File: src/rtl/irq_trigger_cond.sv
module irq_trigger_cond #(
  parameter int NUM_LINES = 64,
  parameter int BANK_W    = 32,
  parameter int ADDR_W    = 8
) (
  input  logic                 clk,
  input  logic                 rst_n,
  input  logic [NUM_LINES-1:0] irq_in,
  output logic [NUM_LINES-1:0] irq_out,
  input  logic [ADDR_W-1:0]    reg_addr,
  input  logic                 reg_we,
  input  logic [BANK_W-1:0]    reg_wdata,
  output logic [BANK_W-1:0]    reg_rdata
);
  localparam int NUM_BANKS = NUM_LINES / BANK_W;
  localparam int BSEL_W    = ADDR_W - 5;

  logic [NUM_LINES-1:0] sync1_q, sync2_q, prev_q;
  logic [NUM_LINES-1:0] rise_q, fall_q, raw_q;
  logic [NUM_LINES-1:0] clr_vec, evt, edge_m, lvl;
  logic [2:0]           off;
  logic [BSEL_W-1:0]    bsel;

  assign off  = reg_addr[4:2];
  assign bsel = reg_addr[ADDR_W-1:5];

  always_ff @(posedge clk or negedge rst_n) begin
    if (!rst_n) begin
      sync1_q <= '0;
      sync2_q <= '0;
      prev_q  <= '0;
    end else begin
      sync1_q <= irq_in;
      sync2_q <= sync1_q;
      prev_q  <= sync2_q;
    end
  end

  assign edge_m = rise_q ^ fall_q;
  assign lvl    = sync2_q ^ (rise_q & fall_q);
  assign evt    = (rise_q & ~fall_q & sync2_q & ~prev_q)
                | (~rise_q & fall_q & ~sync2_q & prev_q);

  always_ff @(posedge clk or negedge rst_n) begin
    if (!rst_n) raw_q <= '0;
    else        raw_q <= edge_m & ((raw_q & ~clr_vec) | evt);
  end

  assign irq_out = (edge_m & raw_q) | (~edge_m & lvl);

  for (genvar b = 0; b < NUM_BANKS; b++) begin : g_bank
    localparam logic [BSEL_W-1:0] BIDX = BSEL_W'(b);
    logic hit_wr;
    assign hit_wr = reg_we && (bsel == BIDX);
    assign clr_vec[b*BANK_W +: BANK_W] = (hit_wr && off == 3'd1) ? reg_wdata : '0;

    always_ff @(posedge clk or negedge rst_n) begin
      if (!rst_n) begin
        rise_q[b*BANK_W +: BANK_W] <= '0;
        fall_q[b*BANK_W +: BANK_W] <= '0;
      end else if (hit_wr) begin
        case (off)
          3'd2: rise_q[b*BANK_W +: BANK_W] <= reg_wdata;
          3'd3: fall_q[b*BANK_W +: BANK_W] <= reg_wdata;
          3'd4: rise_q[b*BANK_W +: BANK_W] <= rise_q[b*BANK_W +: BANK_W] | reg_wdata;
          3'd5: rise_q[b*BANK_W +: BANK_W] <= rise_q[b*BANK_W +: BANK_W] & ~reg_wdata;
          3'd6: fall_q[b*BANK_W +: BANK_W] <= fall_q[b*BANK_W +: BANK_W] | reg_wdata;
          3'd7: fall_q[b*BANK_W +: BANK_W] <= fall_q[b*BANK_W +: BANK_W] & ~reg_wdata;
          default: ;
        endcase
      end
    end
  end

  always_comb begin
    reg_rdata = '0;
    for (int b = 0; b < NUM_BANKS; b++) begin
      if (bsel == BSEL_W'(b)) begin
        case (off)
          3'd0, 3'd1: reg_rdata = irq_out[b*BANK_W +: BANK_W];
          3'd2:       reg_rdata = rise_q[b*BANK_W +: BANK_W];
          3'd3:       reg_rdata = fall_q[b*BANK_W +: BANK_W];
          default:    reg_rdata = '0;
        endcase
      end
    end
  end
endmodule

File: config.mk
export PLATFORM = sky130hd
export DESIGN_NAME = irq_trigger_cond
export DESIGN_NICKNAME = d
export VERILOG_FILES = /design/src/rtl/irq_trigger_cond.sv
export SDC_FILE = /design/constraint.sdc
export NUM_CORES = 1
export LEC_CHECK = 0
export BUFFER_PORTS_ARGS = -buffer_cell sky130_fd_sc_hd__buf_4
export CAP_MARGIN = 5
export CORE_MARGIN = 4
export CORE_UTILIZATION = 60
export DETAILED_ROUTE_END_ITERATION = 10
export PLACE_DENSITY = 0.8
export SYNTH_ARGS = -nofsm -noshare
export SYNTH_HDL_FRONTEND = slang
export SYNTH_SLANG_ARGS = --single-unit
File: constraint.sdc
create_clock -name clk -period 2.95 [get_ports clk]
set_clock_uncertainty 0.2 [all_clocks]
set_input_delay 0 -clock clk [delete_from_list [all_inputs] [get_ports clk]]
set_output_delay 0 -clock clk [all_outputs]
set_load 0.005 [all_outputs]
==> results.toml <==
[yosys]
synthXorXnorAreaFrac_pct = 4.05
ys_seq_elements = 384
syn-cell-area_um2 = 20400
combinational_family_with_the_most_area_after_synthesis = "compound AO/OA/AOI/OAI gates"
sequential_cell_area_fraction_in_the_yosys_report_pct = 47.2
share_of_the_synthesized_area_in_compound_gates_ao_oa_aoi_oai_pct = 18.5
synth.area.mux_share_pct = 3.15
syn_area_per_cell_um2 = 10.1
synthAdderAreaFrac_pct = 11.8
synthDistinctLibCells = 37
post_synth_inst_count = 2015
yosys.area_share.simple_pct = 9.75
synth-warning-count = 0
syn_nets = 2314

[timing]
final.setup.tns_ps = 0
clock.fmax_mhz = 341
finalCriticalPeriod_ps = 2930
final_max_tran_viols = 0
final.setup.worst_slack_ps = 17.4
slew_hr_pct = 45.6
rsz_0062_raised_after_global_routing = "false"
min_period_over_period_pct = 99.4
final_setup_violations = 0
worst-slew-pin-transition_ps = 816
finalHoldViolations = 0

[placement]
place.detailed.instances = 2578
port_buffers = 200
dp_slack_ps = 596
place.gp.congestion = 0.838
place_hpwl_um = 35600

[grt]
globalRoute.busiestLayer = "met2"
globalRouteOverflowTotal = 0
global_route.usage.met2_pct = 53.5
grtUsageMet3_pct = 5.76
antenna_found_initial = 2
grt_max_degree = 111
groute.layer.met1.usage_pct = 40.9
via_count_of_the_first_global_routing_pass = 18002
grt_first_pass_wirelength_um = 94400
gr-usage-all-layers_pct = 31.8

[routing]
vias_per_cell = 6.21
routed_wl_um = 59100
postRouteAntennaNets = 0
drtIter0Drc = 1542
first_pass_iters = 9
drc = 0
routed_wire_length_per_instance_um = 21.0
dr_total_vias = 17501

[setup_path]
slowest_stage = "sky130_fd_sc_hd__or4b_2"
critPathMaxFanout = 14
critPathArrivalTime_ps = 3170
crit_path_cell_trace = "dlygate4sd3_1, buf_4, or4b_2, nor2_4, buf_4, a21oi_1, dlygate4sd3_1"
cp-start-kind = "input port"
cp-end-kind = "register"
worst_ep_required_time_ps = 3190
crit_path_max_incr_delay_ps = 990
critPathBufInv = 4
critical_path_class = "in2reg"
path_delay_family = "buffers and inverters"

[layout]
fin_util_pct = 76.0
insertedDiodeCount = 0
multi_input_comb_area_um2 = 9710
final.fill_count = 2160
drive_gt1_share_pct = 14.1
fin_nets = 2642
final-seq-area_um2 = 9610
finalNonFillerCells = 2820
area.growth.synth_to_final_pct = 25.2

[clock_network]
postCtsResizedCells = 0
cts.clk_slew.worst_paths_ps = 60
htree_levels = 2
clock-sinks = 384
postCtsSetupRepairBufs = 0
cts_root_buf = "sky130_fd_sc_hd__clkbuf_16"
cts_inserted_buffers = 42
worst_skew_pair.late_latency_ps = 550
cts-root-to-sink-buffers = 3
tritoncts = "built"

[run_status]
run_status = "complete, no violations"

[die]
initial_core_util_pct = 60.7
chipWidth_um = 192
total_die_area_um2 = 36900
area_of_the_core_region_um2 = 33500
io-pin-count = 203
placement_rows = 67
dieHeight_um = 192

[power]
fin_total_pwr_mw = 14.3
power.static_leakage_nw = 11.1
power.ir.vdd_worst_v = 0.000556
powerDensity_nw_per_um2 = 562

[hold_path]
worstHoldPathType = "in2reg"

[run]
drv.max_cap_violation_count = 0
==> where the power goes <==
part	switching [mW]	leakage, nW	internal [mW]	total [mW]
Clock	2.16	0.703	3.26	5.43
Sequential	0.468	4.81	5.69	6.15
Combinational	1.43	5.60	1.29	2.73
==> worst reg2reg max path, delay by kind of cell, from the launching register on <==
kind	cells	cell delay (ps)
buffers and inverters	1	590
AOI/OAI and AO/OA	2	200
DFF	1	430
==> per-stage QoR <==
stage,area (um^2),hold WS [ps]
2_1_floorplan,20400,-496
3_3_place_gp,22400,-158
3_5_place_dp,22400,-158
4_1_cts,25500,53.2
5_1_grt,25500,87.1
6_report,25500,78.2
==> cell type report <==
| type | instances | share of cell area [%] |
|---|---|---|
| Multi-Input combinational cell | 1347 | 38.1 |
| Inverter | 160 | 2.36 |
| Tap cell | 448 | 2.20 |
| Timing Repair Buffer | 408 | 14.1 |
| Clock buffer | 60 | 4.87 |
| Sequential cell | 384 | 37.7 |
| Clock inverter | 13 | 0.678 |
==> cell usage in the layout (no fill, tap or decap), drive strengths merged <==
cell	synthesis	final
dfrtp	384	384
mux2i	64	64
nand2	108	108
o21ai	191	191
a31oi	58	58
clkinv	0	8
or4b	1	1
dlygate4sd3	0	169
a221o	32	32
nand3	4	4
or3	2	2
buf	33	239
o22a	6	6
clkbuf	91	60
a311oi	6	6
nand3b	117	117
xnor2	94	94
nor4b	32	32
nor2b	2	2
nor4bb	1	1
nor2	79	79
and2	1	1
a21oi	256	256
nor3	1	1
ha	192	192
bufinv	0	4
a211oi	64	64
o22ai	34	34
and3	1	1
inv	160	161
nand4bb	1	1
==> logic make-up (layout without fill, tap and decap cells) <==
logic type | Yosys count | after routing
AO/OA/AOI/OAI | 647 | 647
XOR/XNOR | 94 | 94
adder cells (fa/ha/maj) | 192 | 192
buffers and inverters | 284 | 641
flip-flops | 384 | 384
multiplexers | 64 | 64
AND/OR/NAND/NOR | 350 | 350
==> cells in the mapped netlist <==
cell type | number | share of area (%)
sky130_fd_sc_hd__a21oi_1 | 246 | 6.0
sky130_fd_sc_hd__a211oi_2 | 1 | 0.061
sky130_fd_sc_hd__xnor2_1 | 94 | 4.0
sky130_fd_sc_hd__nor4b_2 | 1 | 0.074
sky130_fd_sc_hd__nor2_4 | 1 | 0.055
sky130_fd_sc_hd__a31oi_1 | 58 | 1.8
sky130_fd_sc_hd__buf_6 | 2 | 0.11
sky130_fd_sc_hd__o21ai_0 | 191 | 4.7
sky130_fd_sc_hd__a211oi_1 | 63 | 2.3
sky130_fd_sc_hd__and2_0 | 1 | 0.031
sky130_fd_sc_hd__nand4bb_1 | 1 | 0.055
sky130_fd_sc_hd__o22ai_1 | 34 | 1.0
sky130_fd_sc_hd__dfrtp_1 | 384 | 47
sky130_fd_sc_hd__o22a_1 | 6 | 0.26
sky130_fd_sc_hd__buf_4 | 1 | 0.037
sky130_fd_sc_hd__nand3_1 | 4 | 0.098
sky130_fd_sc_hd__a311oi_1 | 6 | 0.26
sky130_fd_sc_hd__mux2i_1 | 64 | 3.1
sky130_fd_sc_hd__nor4bb_1 | 1 | 0.049
sky130_fd_sc_hd__and3_1 | 1 | 0.031
sky130_fd_sc_hd__buf_1 | 2 | 0.037
sky130_fd_sc_hd__nor3_1 | 1 | 0.025
sky130_fd_sc_hd__buf_8 | 1 | 0.074
sky130_fd_sc_hd__ha_1 | 192 | 12
sky130_fd_sc_hd__nor2_1 | 77 | 1.4
sky130_fd_sc_hd__nor4b_1 | 31 | 1.3
sky130_fd_sc_hd__or4b_1 | 1 | 0.049
sky130_fd_sc_hd__nand2_1 | 108 | 2.0
sky130_fd_sc_hd__nand3b_1 | 117 | 4.3
sky130_fd_sc_hd__a21oi_2 | 10 | 0.43
sky130_fd_sc_hd__nor2b_1 | 2 | 0.061
sky130_fd_sc_hd__a221o_1 | 32 | 1.6
sky130_fd_sc_hd__nor2_8 | 1 | 0.098
sky130_fd_sc_hd__inv_1 | 160 | 3.0
sky130_fd_sc_hd__clkbuf_1 | 91 | 1.7
sky130_fd_sc_hd__buf_2 | 27 | 0.66
sky130_fd_sc_hd__or3_1 | 2 | 0.061
==> flip-flops by register name (all words and copies together), names as in the netlist <==
| register | cells |
|---|---|
| fall_q | 64 |
| prev_q | 64 |
| raw_q | 64 |
| rise_q | 64 |
| sync1_q | 64 |
| sync2_q | 64 |
==> routing by layer <==
metal / vias up / share of wire, %
li1: 7742 / -
met1: 8719 / 39
met2: 853 / 49
met3: 183 / 8.0
met4: 4 / 3.8
met5: - / 0.037
==> what timing repair did <==
action | in CTS | in global routing
endpoints found under the setup margin | 0 | 1
endpoints found under the hold margin | 640 | 0
hold buffers | 169 | 0
==> worst paths after layout <==
path,startpoint,endpoint,slack [ps],depth (start not counted)
setup / recovery,reg_addr[6],fall_q[15],20,7
hold / removal,reg_we,rise_q[58],80,5
setup reg to reg,fall_q[25],fall_q[25],1420,3
hold reg to reg,sync1_q[50],sync2_q[50],140,0
max in group asynchronous,rst_n,sync1_q[17],1260,4
min in group asynchronous,rst_n,sync1_q[60],390,3
Power figures use the tool's default switching activity.
